==> config.mk <==
export PLATFORM = sky130hd
export DESIGN_NAME = hb_deadtime_seq
export DESIGN_NICKNAME = d
export VERILOG_FILES = /design/src/rtl/hbd_pkg.sv /design/src/rtl/hbd_sync.sv /design/src/rtl/hbd_qual.sv /design/src/rtl/hbd_pwm_tmr.sv /design/src/rtl/hb_deadtime_seq.sv
export SDC_FILE = /design/constraint.sdc
export NUM_CORES = 1
export LEC_CHECK = 0
export CAP_MARGIN = 20
export CORE_MARGIN = 5
export CORE_UTILIZATION = 30
export CTS_CLUSTER_DIAMETER = 80
export DETAILED_ROUTE_END_ITERATION = 8
export PLACE_DENSITY_LB_ADDON = 0.3
export SLEW_MARGIN = 20
export SYNTH_ARGS = -nofsm -noshare
export SYNTH_HDL_FRONTEND = slang
export SYNTH_SLANG_ARGS = --single-unit
==> constraint.sdc <==
create_clock -name clk -period 1.5 [get_ports clk]
set_input_delay 0.225 -clock clk [delete_from_list [all_inputs] [get_ports clk]]
set_output_delay 0.225 -clock clk [all_outputs]
set_load 0.05 [all_outputs]
==> src/rtl/hbd_pkg.sv <==
package hbd_pkg;

   typedef enum logic {
      PH_IDLE = 1'b0,
      PH_RUN  = 1'b1
   } phase_t;

   function automatic int ns_to_cyc(input int ns, input int clk_ns);
      return (ns + clk_ns - 1) / clk_ns;
   endfunction

   function automatic int max_of4(input int a, input int b, input int c, input int d);
      int m;
      m = a;
      if (b > m) m = b;
      if (c > m) m = c;
      if (d > m) m = d;
      return m;
   endfunction

endpackage

==> src/rtl/hbd_sync.sv <==
module hbd_sync #(
   parameter int W      = 3,
   parameter int STAGES = 2
) (
   input  logic         clk,
   input  logic         rst,
   input  logic [W-1:0] d,
   output logic [W-1:0] q
);

   logic [STAGES-1:0][W-1:0] chain;

   always_ff @(posedge clk) begin
      if (rst) begin
         chain <= '0;
      end else begin
         chain[0] <= d;
         for (int i = 1; i < STAGES; i++) begin
            chain[i] <= chain[i-1];
         end
      end
   end

   assign q = chain[STAGES-1];

endmodule

==> src/rtl/hbd_qual.sv <==
module hbd_qual #(
   parameter int THR = 1
) (
   input  logic clk,
   input  logic rst,
   input  logic s,
   output logic ok
);

   generate
      if (THR == 0) begin : g_direct
         assign ok = s;
      end else begin : g_count
         localparam int CW = $clog2(THR + 1);
         logic [CW-1:0] run;

         always_ff @(posedge clk) begin
            if (rst || !s) begin
               run <= '0;
            end else if (run != CW'(THR)) begin
               run <= run + 1'b1;
            end
         end

         assign ok = s && (run == CW'(THR));
      end
   endgenerate

endmodule

==> src/rtl/hbd_pwm_tmr.sv <==
module hbd_pwm_tmr #(
   parameter int MAXC = 24,
   parameter int TW   = $clog2(MAXC + 1)
) (
   input  logic          clk,
   input  logic          rst,
   input  logic          first,
   input  logic          pwm,
   output logic          rise,
   output logic          fall,
   output logic [TW-1:0] tmr
);

   logic pwm_q;

   assign rise = first ? pwm  : (pwm & ~pwm_q);
   assign fall = first ? ~pwm : (~pwm & pwm_q);

   always_ff @(posedge clk) begin
      if (rst) begin
         pwm_q <= 1'b0;
         tmr   <= '0;
      end else begin
         pwm_q <= pwm;
         if (rise || fall) begin
            tmr <= TW'(1);
         end else if (tmr != TW'(MAXC)) begin
            tmr <= tmr + 1'b1;
         end
      end
   end

endmodule

==> src/rtl/hb_deadtime_seq.sv <==
module hb_deadtime_seq
   import hbd_pkg::*;
#(
   parameter int CLK_NS       = 10,
   parameter int HS_OFF_NS    = 35,
   parameter int LS_ON_NS     = 35,
   parameter int LS_OFF_NS    = 35,
   parameter int HS_ON_NS     = 35,
   parameter int LS_MIN_NS    = 80,
   parameter int LATCH_TMO_NS = 250,
   parameter int SYNC_STAGES  = 2
) (
   input  logic clk,
   input  logic rst,
   input  logic pwm_i,
   input  logic sw_low_i,
   input  logic sw_latch_i,
   input  logic lo_off_i,
   output logic hi_en_o,
   output logic lo_en_o,
   output logic latch_o
);

   localparam int T_HOFF = ns_to_cyc(HS_OFF_NS, CLK_NS);
   localparam int T_LON  = ns_to_cyc(LS_ON_NS, CLK_NS);
   localparam int T_LOFF = ns_to_cyc(LS_OFF_NS, CLK_NS);
   localparam int T_HON  = ns_to_cyc(HS_ON_NS, CLK_NS);
   localparam int T_MIN  = ns_to_cyc(LS_MIN_NS, CLK_NS);
   localparam int T_FB   = ns_to_cyc(LATCH_TMO_NS, CLK_NS);

   // edge-relative thresholds: the timer reads j at the j-th edge after a PWM edge
   localparam int TH_HOFF = T_HOFF - 1;
   localparam int TH_LOFF = T_LOFF - 1;
   localparam int TH_MIN  = T_MIN - 1;
   localparam int TH_FB   = T_FB - 1;
   // flag qualifiers: synchronizer stages already cover part of the delay
   localparam int Q_LON   = T_LON - SYNC_STAGES - 1;
   localparam int Q_HON   = T_HON - SYNC_STAGES - 1;

   localparam int MAXC = max_of4(TH_HOFF, TH_LOFF, TH_MIN, TH_FB);
   localparam int TW   = $clog2(MAXC + 1);

   generate
      if (SYNC_STAGES < 2) begin : g_bad_sync
         $error("SYNC_STAGES must be at least 2");
      end
      if (T_HOFF < 2 || T_LOFF < 2) begin : g_bad_off
         $error("turn-off delays must span at least two clock cycles");
      end
      if (Q_LON < 0 || Q_HON < 0) begin : g_bad_on
         $error("turn-on delays must exceed the synchronizer latency");
      end
      if (T_MIN <= T_HOFF) begin : g_bad_min
         $error("low-side minimum delay must exceed the high-side turn-off delay");
      end
      if (T_FB < T_MIN) begin : g_bad_fb
         $error("fallback timeout must not be shorter than the minimum delay");
      end
   endgenerate

   phase_t        phase;
   logic [2:0]    flags_s;
   logic          sw_ok, go_ok, q_latch;
   logic          rise, fall;
   logic [TW-1:0] tmr;
   logic          hi_q, lo_q, lat_q;
   logic          hi_n, lo_n, lat_n;

   hbd_sync #(.W(3), .STAGES(SYNC_STAGES)) u_sync (
      .clk (clk),
      .rst (rst),
      .d   ({lo_off_i, sw_latch_i, sw_low_i}),
      .q   (flags_s)
   );

   assign q_latch = flags_s[1];

   hbd_qual #(.THR(Q_LON)) u_qual_sw (
      .clk (clk),
      .rst (rst),
      .s   (flags_s[0]),
      .ok  (sw_ok)
   );

   hbd_qual #(.THR(Q_HON)) u_qual_go (
      .clk (clk),
      .rst (rst),
      .s   (flags_s[2]),
      .ok  (go_ok)
   );

   hbd_pwm_tmr #(.MAXC(MAXC), .TW(TW)) u_tmr (
      .clk   (clk),
      .rst   (rst),
      .first (phase == PH_IDLE),
      .pwm   (pwm_i),
      .rise  (rise),
      .fall  (fall),
      .tmr   (tmr)
   );

   always_comb begin
      hi_n  = hi_q;
      lo_n  = lo_q;
      lat_n = lat_q;
      if (pwm_i) begin
         if (rise) begin
            lat_n = 1'b0;
         end else begin
            if (tmr >= TW'(TH_LOFF)) lo_n = 1'b0;
            if (!lo_q && go_ok)      hi_n = 1'b1;
         end
      end else if (!fall) begin
         if (tmr >= TW'(TH_HOFF))             hi_n  = 1'b0;
         if (q_latch || tmr >= TW'(TH_FB))    lat_n = 1'b1;
         if (!hi_q && tmr >= TW'(TH_MIN) && (lat_q || sw_ok)) lo_n = 1'b1;
      end
   end

   always_ff @(posedge clk) begin
      if (rst) begin
         phase <= PH_IDLE;
         hi_q  <= 1'b0;
         lo_q  <= 1'b0;
         lat_q <= 1'b0;
      end else begin
         phase <= PH_RUN;
         hi_q  <= hi_n;
         lo_q  <= lo_n;
         lat_q <= lat_n;
      end
   end

   assign hi_en_o = hi_q;
   assign lo_en_o = lo_q;
   assign latch_o = lat_q;

endmodule

== Yosys cells after proc, flatten, opt, wreduce, memory -nomap -nowiden ==
Index checks and enable logic that the tools add are counted.

* Add/sub/neg operators: 3
* Mux-type cells: 20
* $lt $le $gt $ge: 3
* Bitwise logic cells: 4
* Reduce and logical (&&, ||, !) cells: 22
* Equality and inequality tests: 6

{| class="wikitable"
|+ Operators by type and width
! kind !! number
|-
| $mux W1 || 20
|-
| $reduce_and A4 Y1 || 2
|-
| $reduce_bool A2 Y1 || 4
|-
| $ne A2 B1 Y1 const B || 3
|-
| $add A5 B1 Y5 const B || 1
|-
| $ge A5 B2 Y1 const B || 1
|-
| $ge A5 B3 Y1 const B || 1
|-
| $ge A5 B5 Y1 const B || 1
|-
| $logic_and A1 B1 Y1 || 5
|-
| $logic_or A1 B1 Y1 || 5
|-
| $ne A5 B5 Y1 const B || 1
|-
| $logic_not A1 Y1 || 4
|-
| $ne A2 B2 Y1 const B || 2
|-
| $reduce_and A3 Y1 || 1
|-
| $add A1 B1 Y1 const B || 2
|-
| $and A1 B1 Y1 || 2
|-
| $not A1 Y1 || 2
|-
| $reduce_or A2 Y1 || 1
|}

* Bits in registers: 18
* Word-level logic and storage cells: 69
* Bits of input ports: 6

== Longest topological paths before layout ==
* Depth in word-level cells: 6
* Depth in mapped cells: 5
* Mapped depth without buffers: 5

== Modules after synthesis ==
A second synthesis with hierarchy kept.

* Cells, all modules: 75
* Area total of the unflattened synthesis: 772.0 um2

{| class="wikitable"
|+ By module, submodules not included
! module !! cells an instance !! sequential area each (um2) !! area each (um2) !! instances
|-
| hbd_pwm_tmr || 32 || 120.1 || 299.0 || 1
|-
| hb_deadtime_seq || 22 || 80.1 || 212.7 || 1
|-
| hbd_sync || 15 || 120.1 || 180.2 || 1
|-
| hbd_qual || 3 || 20.0 || 40.0 || 2
|}

== Worst setup path before layout ==
OpenSTA, ideal clock, no wires.

* Kind: reg2reg
* From: register lo_q, in the netlist lo_en_o
* To: register hi_q, in the netlist hi_en_o
* Cell stages (with the launch flop): 4
* Path buffers: 0
* Path slack: 73 ps
* Arrival time: 1310 ps
* Required time: 1383 ps
* Library setup time: 117 ps
* Cell sequence: dfxtp_1 -> nand4b_1 -> mux2_1 -> a32o_1

* Longest elaborated chain between the ends: 4

{| class="wikitable"
|+ Ends and longest elaborated chain
! element !! line !! source
|-
| from (decl) || hb_deadtime_seq.sv:66 || <nowiki>logic hi_q, lo_q, lat_q;</nowiki>
|-
| from (signal assigned) || hb_deadtime_seq.sv:129 || <nowiki>lo_q <= lo_n;</nowiki>
|-
| $logic_not A1 Y1 || hb_deadtime_seq.sv:111 || <nowiki>if (!lo_q && go_ok) hi_n = 1'b1;</nowiki>
|-
| $logic_and A1 B1 Y1 || hb_deadtime_seq.sv:111 ||
|-
| $ne A2 B1 Y1 (no line) || -- ||
|-
| $reduce_and A4 Y1 (no line) || -- ||
|-
| to (signal assigned) || hb_deadtime_seq.sv:128 || <nowiki>hi_q <= hi_n;</nowiki>
|-
| to (decl) || hb_deadtime_seq.sv:66 ||
|}

No other way between the ends.
A chain may end at the register's enable or synchronous reset.

== Worst setup path after layout ==
* From: register u_tmr.tmr[1]
* To: register hi_q, in the netlist hi_en_o

* Longest elaborated chain between the ends: 3

{| class="wikitable"
|+ Ends and longest elaborated chain
! element !! line !! source
|-
| from (decl) || hbd_pwm_tmr.sv:11 || <nowiki>output logic [TW-1:0] tmr</nowiki>
|-
| from (signal assigned) || hbd_pwm_tmr.sv:28 || <nowiki>tmr <= tmr + 1'b1;</nowiki>
|-
| $ge A5 B2 Y1 || hb_deadtime_seq.sv:114 || <nowiki>if (tmr >= TW'(TH_HOFF)) hi_n = 1'b0;</nowiki>
|-
| $reduce_bool A2 Y1 (no line) || -- ||
|-
| $reduce_and A4 Y1 (no line) || -- ||
|}

No other way between the ends.

==> PnR_summary.wiki <==
{| class="wikitable"
! Metric !! Value
|-
| Outcome || finished, final reports clean
|-
| Maximum frequency from static timing analysis || about 0.74 GHz
|-
| Residual DRC || 0
|-
| Main combinational cell family by area after synthesis || simple AND/OR/NAND/NOR gates
|-
| Final-report max-slew violation count || 0
|-
| Number of clock buffers inserted by TritonCTS || 3
|-
| Max-cap violation count || 0
|-
| Crit path max fanout || 5
|-
| Final Critical Period || roughly 1.4 ns
|-
| Critical path capture point type || register
|-
| Area share of the leading cell type in the synthesized netlist || between 50% and 60%
|-
| Filler cells || ~230
|-
| Total Neg Setup Slack || 0 ns
|-
| Initial antenna violation count || 0
|-
| Period utilisation layout || about nine tenths
|-
| Placed wire-length estimate after detailed placement || between 900 and 1000 um
|-
| Most instantiated cells after synthesis || 18 x dfxtp_1, 10 x nor2b_1, 6 x nor2_1, 4 x inv_1, 4 x nand3_1
|-
| Gr usage total || between 8 and 9%
|-
| Clock Sinks || 18
|-
| Clock input transition at the sequential cells of the worst setup and hold paths || roughly 0.1 ns
|-
| Detailed-routing iteration count for the pre-antenna-repair pass || 4
|-
| Multiplexer fraction of the synthesized cell area || between 3 and 4%
|-
| P_leak || between 0.3 and 0.4 nW
|-
| Final antenna-violating net count || 0
|-
| Leading cell type by number of instances after synthesis || dfxtp_1
|-
| Wire length of the first global-routing pass || between 2000 and 2500 um
|-
| Clock Root Buffer || clkbuf_4
|-
| Prevailing post-synth register cell || dfxtp_1
|-
| Ratio of total power to cell area || slightly below 1000 nW/um2
|-
| Proportion of register bits with asynchronous set or reset after synthesis || 0%
|-
| Placement Rows || 17
|-
| Net count after synthesis || approximately 80
|-
| Largest area contributor in the netlist || dfxtp_1
|-
| Cells taking the most area after synthesis || dfxtp_1 52%, nor2b_1 8.9%, xor2_1 3.8%
|-
| Final setup violation count || 0
|-
| Number of buffers on the longest clock path || 2
|-
| Area enclosed by the die boundary || 3400 um2
|-
| Total of flip-flops plus latches after synthesis || 18
|-
| Post-Route Skew || a little under 0.007 ns
|-
| Ports || 9
|-
| Die Wd || between 50 and 60 um
|-
| Number of vias in the routed layout || approximately 510
|-
| Smallest hold slack || 0.447 ns
|-
| Share of cells above drive strength 1 || ~14%
|-
| GR Overflow Total || 0
|-
| Post-synthesis adder-cell area fraction || around 3.6%
|-
| Post-synthesis simple-gate area fraction || 22.2%
|-
| Synthesized area || approximately 700 um2
|-
| Required time reported for the critical path endpoint || around 1.7 ns
|-
| Routed via count divided by cell count || around 4.5
|-
| Critical path launch point type || register
|-
| Placer congestion estimate || 0.713
|-
| Maximum VDD drop || 0.688 mV
|-
| Overall routed net length || 1190 um
|-
| CTS-repair resized insts || 0
|-
| RSZ-0062 raised after global routing || false
|-
| Clock insertion delay at the later pin of the skew report || 0.29 ns
|-
| Routed wire length per instance || between 10 and 15 um
|-
| Synthesized-area fraction occupied by xor and xnor cells || 6.26%
|-
| Maximum number of pins on one net before global-route repair || 11
|-
| Arrival time at the worst endpoint || between 1.5 and 2 ns
|-
| Clock tree from TritonCTS || built
|-
| Count of endpoints failing hold in the final timing report || 0
|-
| Synthesized netlist cell count || 70
|-
| Classification of the worst setup path || reg2reg
|-
| Worst slew slack as a fraction of its limit || between 80 and 90%
|-
| Number of nets in the finished design || 94
|-
| Violation count after the first detailed-route iteration || 23
|-
| Height of the die || roughly 58 um
|-
| Synthesized area divided by synthesized cell count || 9.99 um2
|-
| Initial standard-cell utilization of the core || about a third
|-
| Slew at the pin closest to its max-slew limit || approximately 0.25 ns
|-
| Compound-gate portion of the synthesized area || approximately 11%
|-
| Count of warnings emitted by yosys || 0
|-
| Area growth from synthesis to layout || 26.1%
|-
| Count of inserted antenna diode cells || 0
|-
| Count of hold-fix buffers inserted at cts || 0
|-
| Sequential element share of the synthesized area || about half
|-
| Path type of the worst min-delay path || reg2reg
|-
| Total of buffers placed on input and output ports || 8
|-
| Number of enable-type register cells in the synthesized netlist || 0
|-
| Number of distinct standard cells referenced by the synthesized netlist || 23
|-
| Total number of H-tree levels || 1
|-
| Post-CTS Repair Setup Buffers || 0
|-
| Core outline area || approximately 2200 um2
|-
| Number of global-route vias before repair || between 400 and 500
|}
flip-flops by register name, indices dropped and copies added, names as in the netlist:
register,flops
hi_en_o,1
lo_en_o,1
u_qual_go.g_count.run,1
phase,1
latch_o,1
u_sync.q,3
u_sync.chain,3
u_tmr.tmr,5
u_tmr.pwm_q,1
u_qual_sw.g_count.run,1
metal layers:
| metal | track usage [%] | vias up | share of wire [%] |
|---|---|---|---|
| li1 | - | 271 | - |
| met1 | 10.9 | 232 | 51 |
| met2 | 11.0 | 8 | 43 |
| met3 | 4.68 | 2 | 5.3 |
| met4 | 1.99 | 0 | 1.0 |
| met5 | 0 | - | 0 |
stage by stage:
| stage | area (um2) | setup slack (ns) | std cells | power, mW | util (%) |
|---|---|---|---|---|---|
| 2_1_floorplan | 699 | 0.0725 | 70 | 0.547 | - |
| 3_3_place_gp | 846 | 0.0472 | 109 | 0.580 | 38.2 |
| 6_report | 882 | 0.141 | 113 | 0.865 | 39.9 |
| 5_1_grt | 882 | 0.0621 | 113 | 0.914 | 39.9 |
| 3_5_place_dp | 846 | 0.0178 | 109 | 0.580 | 38.2 |
| 4_1_cts | 882 | 0.127 | 113 | 0.877 | 39.9 |
worst paths after layout:
check | start | end | slack, ns | depth (start not counted)
worst min register to register | u_sync.chain[0]$_SDFF_PP0_ | u_sync.q[0]$_SDFF_PP0_ | 0.45 | 1
worst max-delay path | u_tmr.tmr[1]$_SDFFE_PP0P_ | hi_en_o$_SDFFE_PP0P_ | 0.14 | 4
worst min-delay path | u_sync.chain[0]$_SDFF_PP0_ | u_sync.q[0]$_SDFF_PP0_ | 0.45 | 1
worst max register to register | u_tmr.tmr[1]$_SDFFE_PP0P_ | hi_en_o$_SDFFE_PP0P_ | 0.14 | 4
report_power, final:
group | internal (mW) | switching (mW)
Sequential | 0.493 | 0.0102
Clock | 0.148 | 0.149
Combinational | 0.0381 | 0.0272
cells in the final DEF (no fill, tap or decap), types with 2 or more instances in the layout:
cell	count
a21oi_1	2
a31oi_1	3
buf_4	6
clkbuf_4	3
clkdlybuf4s50_1	5
dfxtp_1	18
ha_1	2
inv_1	4
nand2_1	3
nand3_1	4
nand4b_1	2
nor2_1	6
nor2b_1	10
xnor2_1	2
xor2_1	3
worst max-delay path, cell delays in order (launching register included):
cell	delay [ns]
dfxtp_1	0.41
ha_1	0.26
nor2_1	0.08
a311o_1	0.27
a32o_1	0.25
cell families (layout without fill, tap and decap cells):
family / count (synthesis) / count (layout)
multiplexers: 2 / 2
buffers and inverters: 5 / 20
adder cells (fa/ha/maj): 2 / 2
XOR/XNOR: 5 / 5
flip-flops: 18 / 18
AND/OR/NAND/NOR: 28 / 28
AO/OA/AOI/OAI: 10 / 10
area by class of cell:
class                      instances  area [um2]  area share (%)
inverter                           4        15.0            1.70
clock buffer                       4        36.3            4.11
multi-input combinational         47         320            36.3
timing repair buffer              12         115            13.0
tap                               28        35.0            3.97
sequential                        18         360            40.9
No activity file was read; power rests on OpenSTA's default activity.
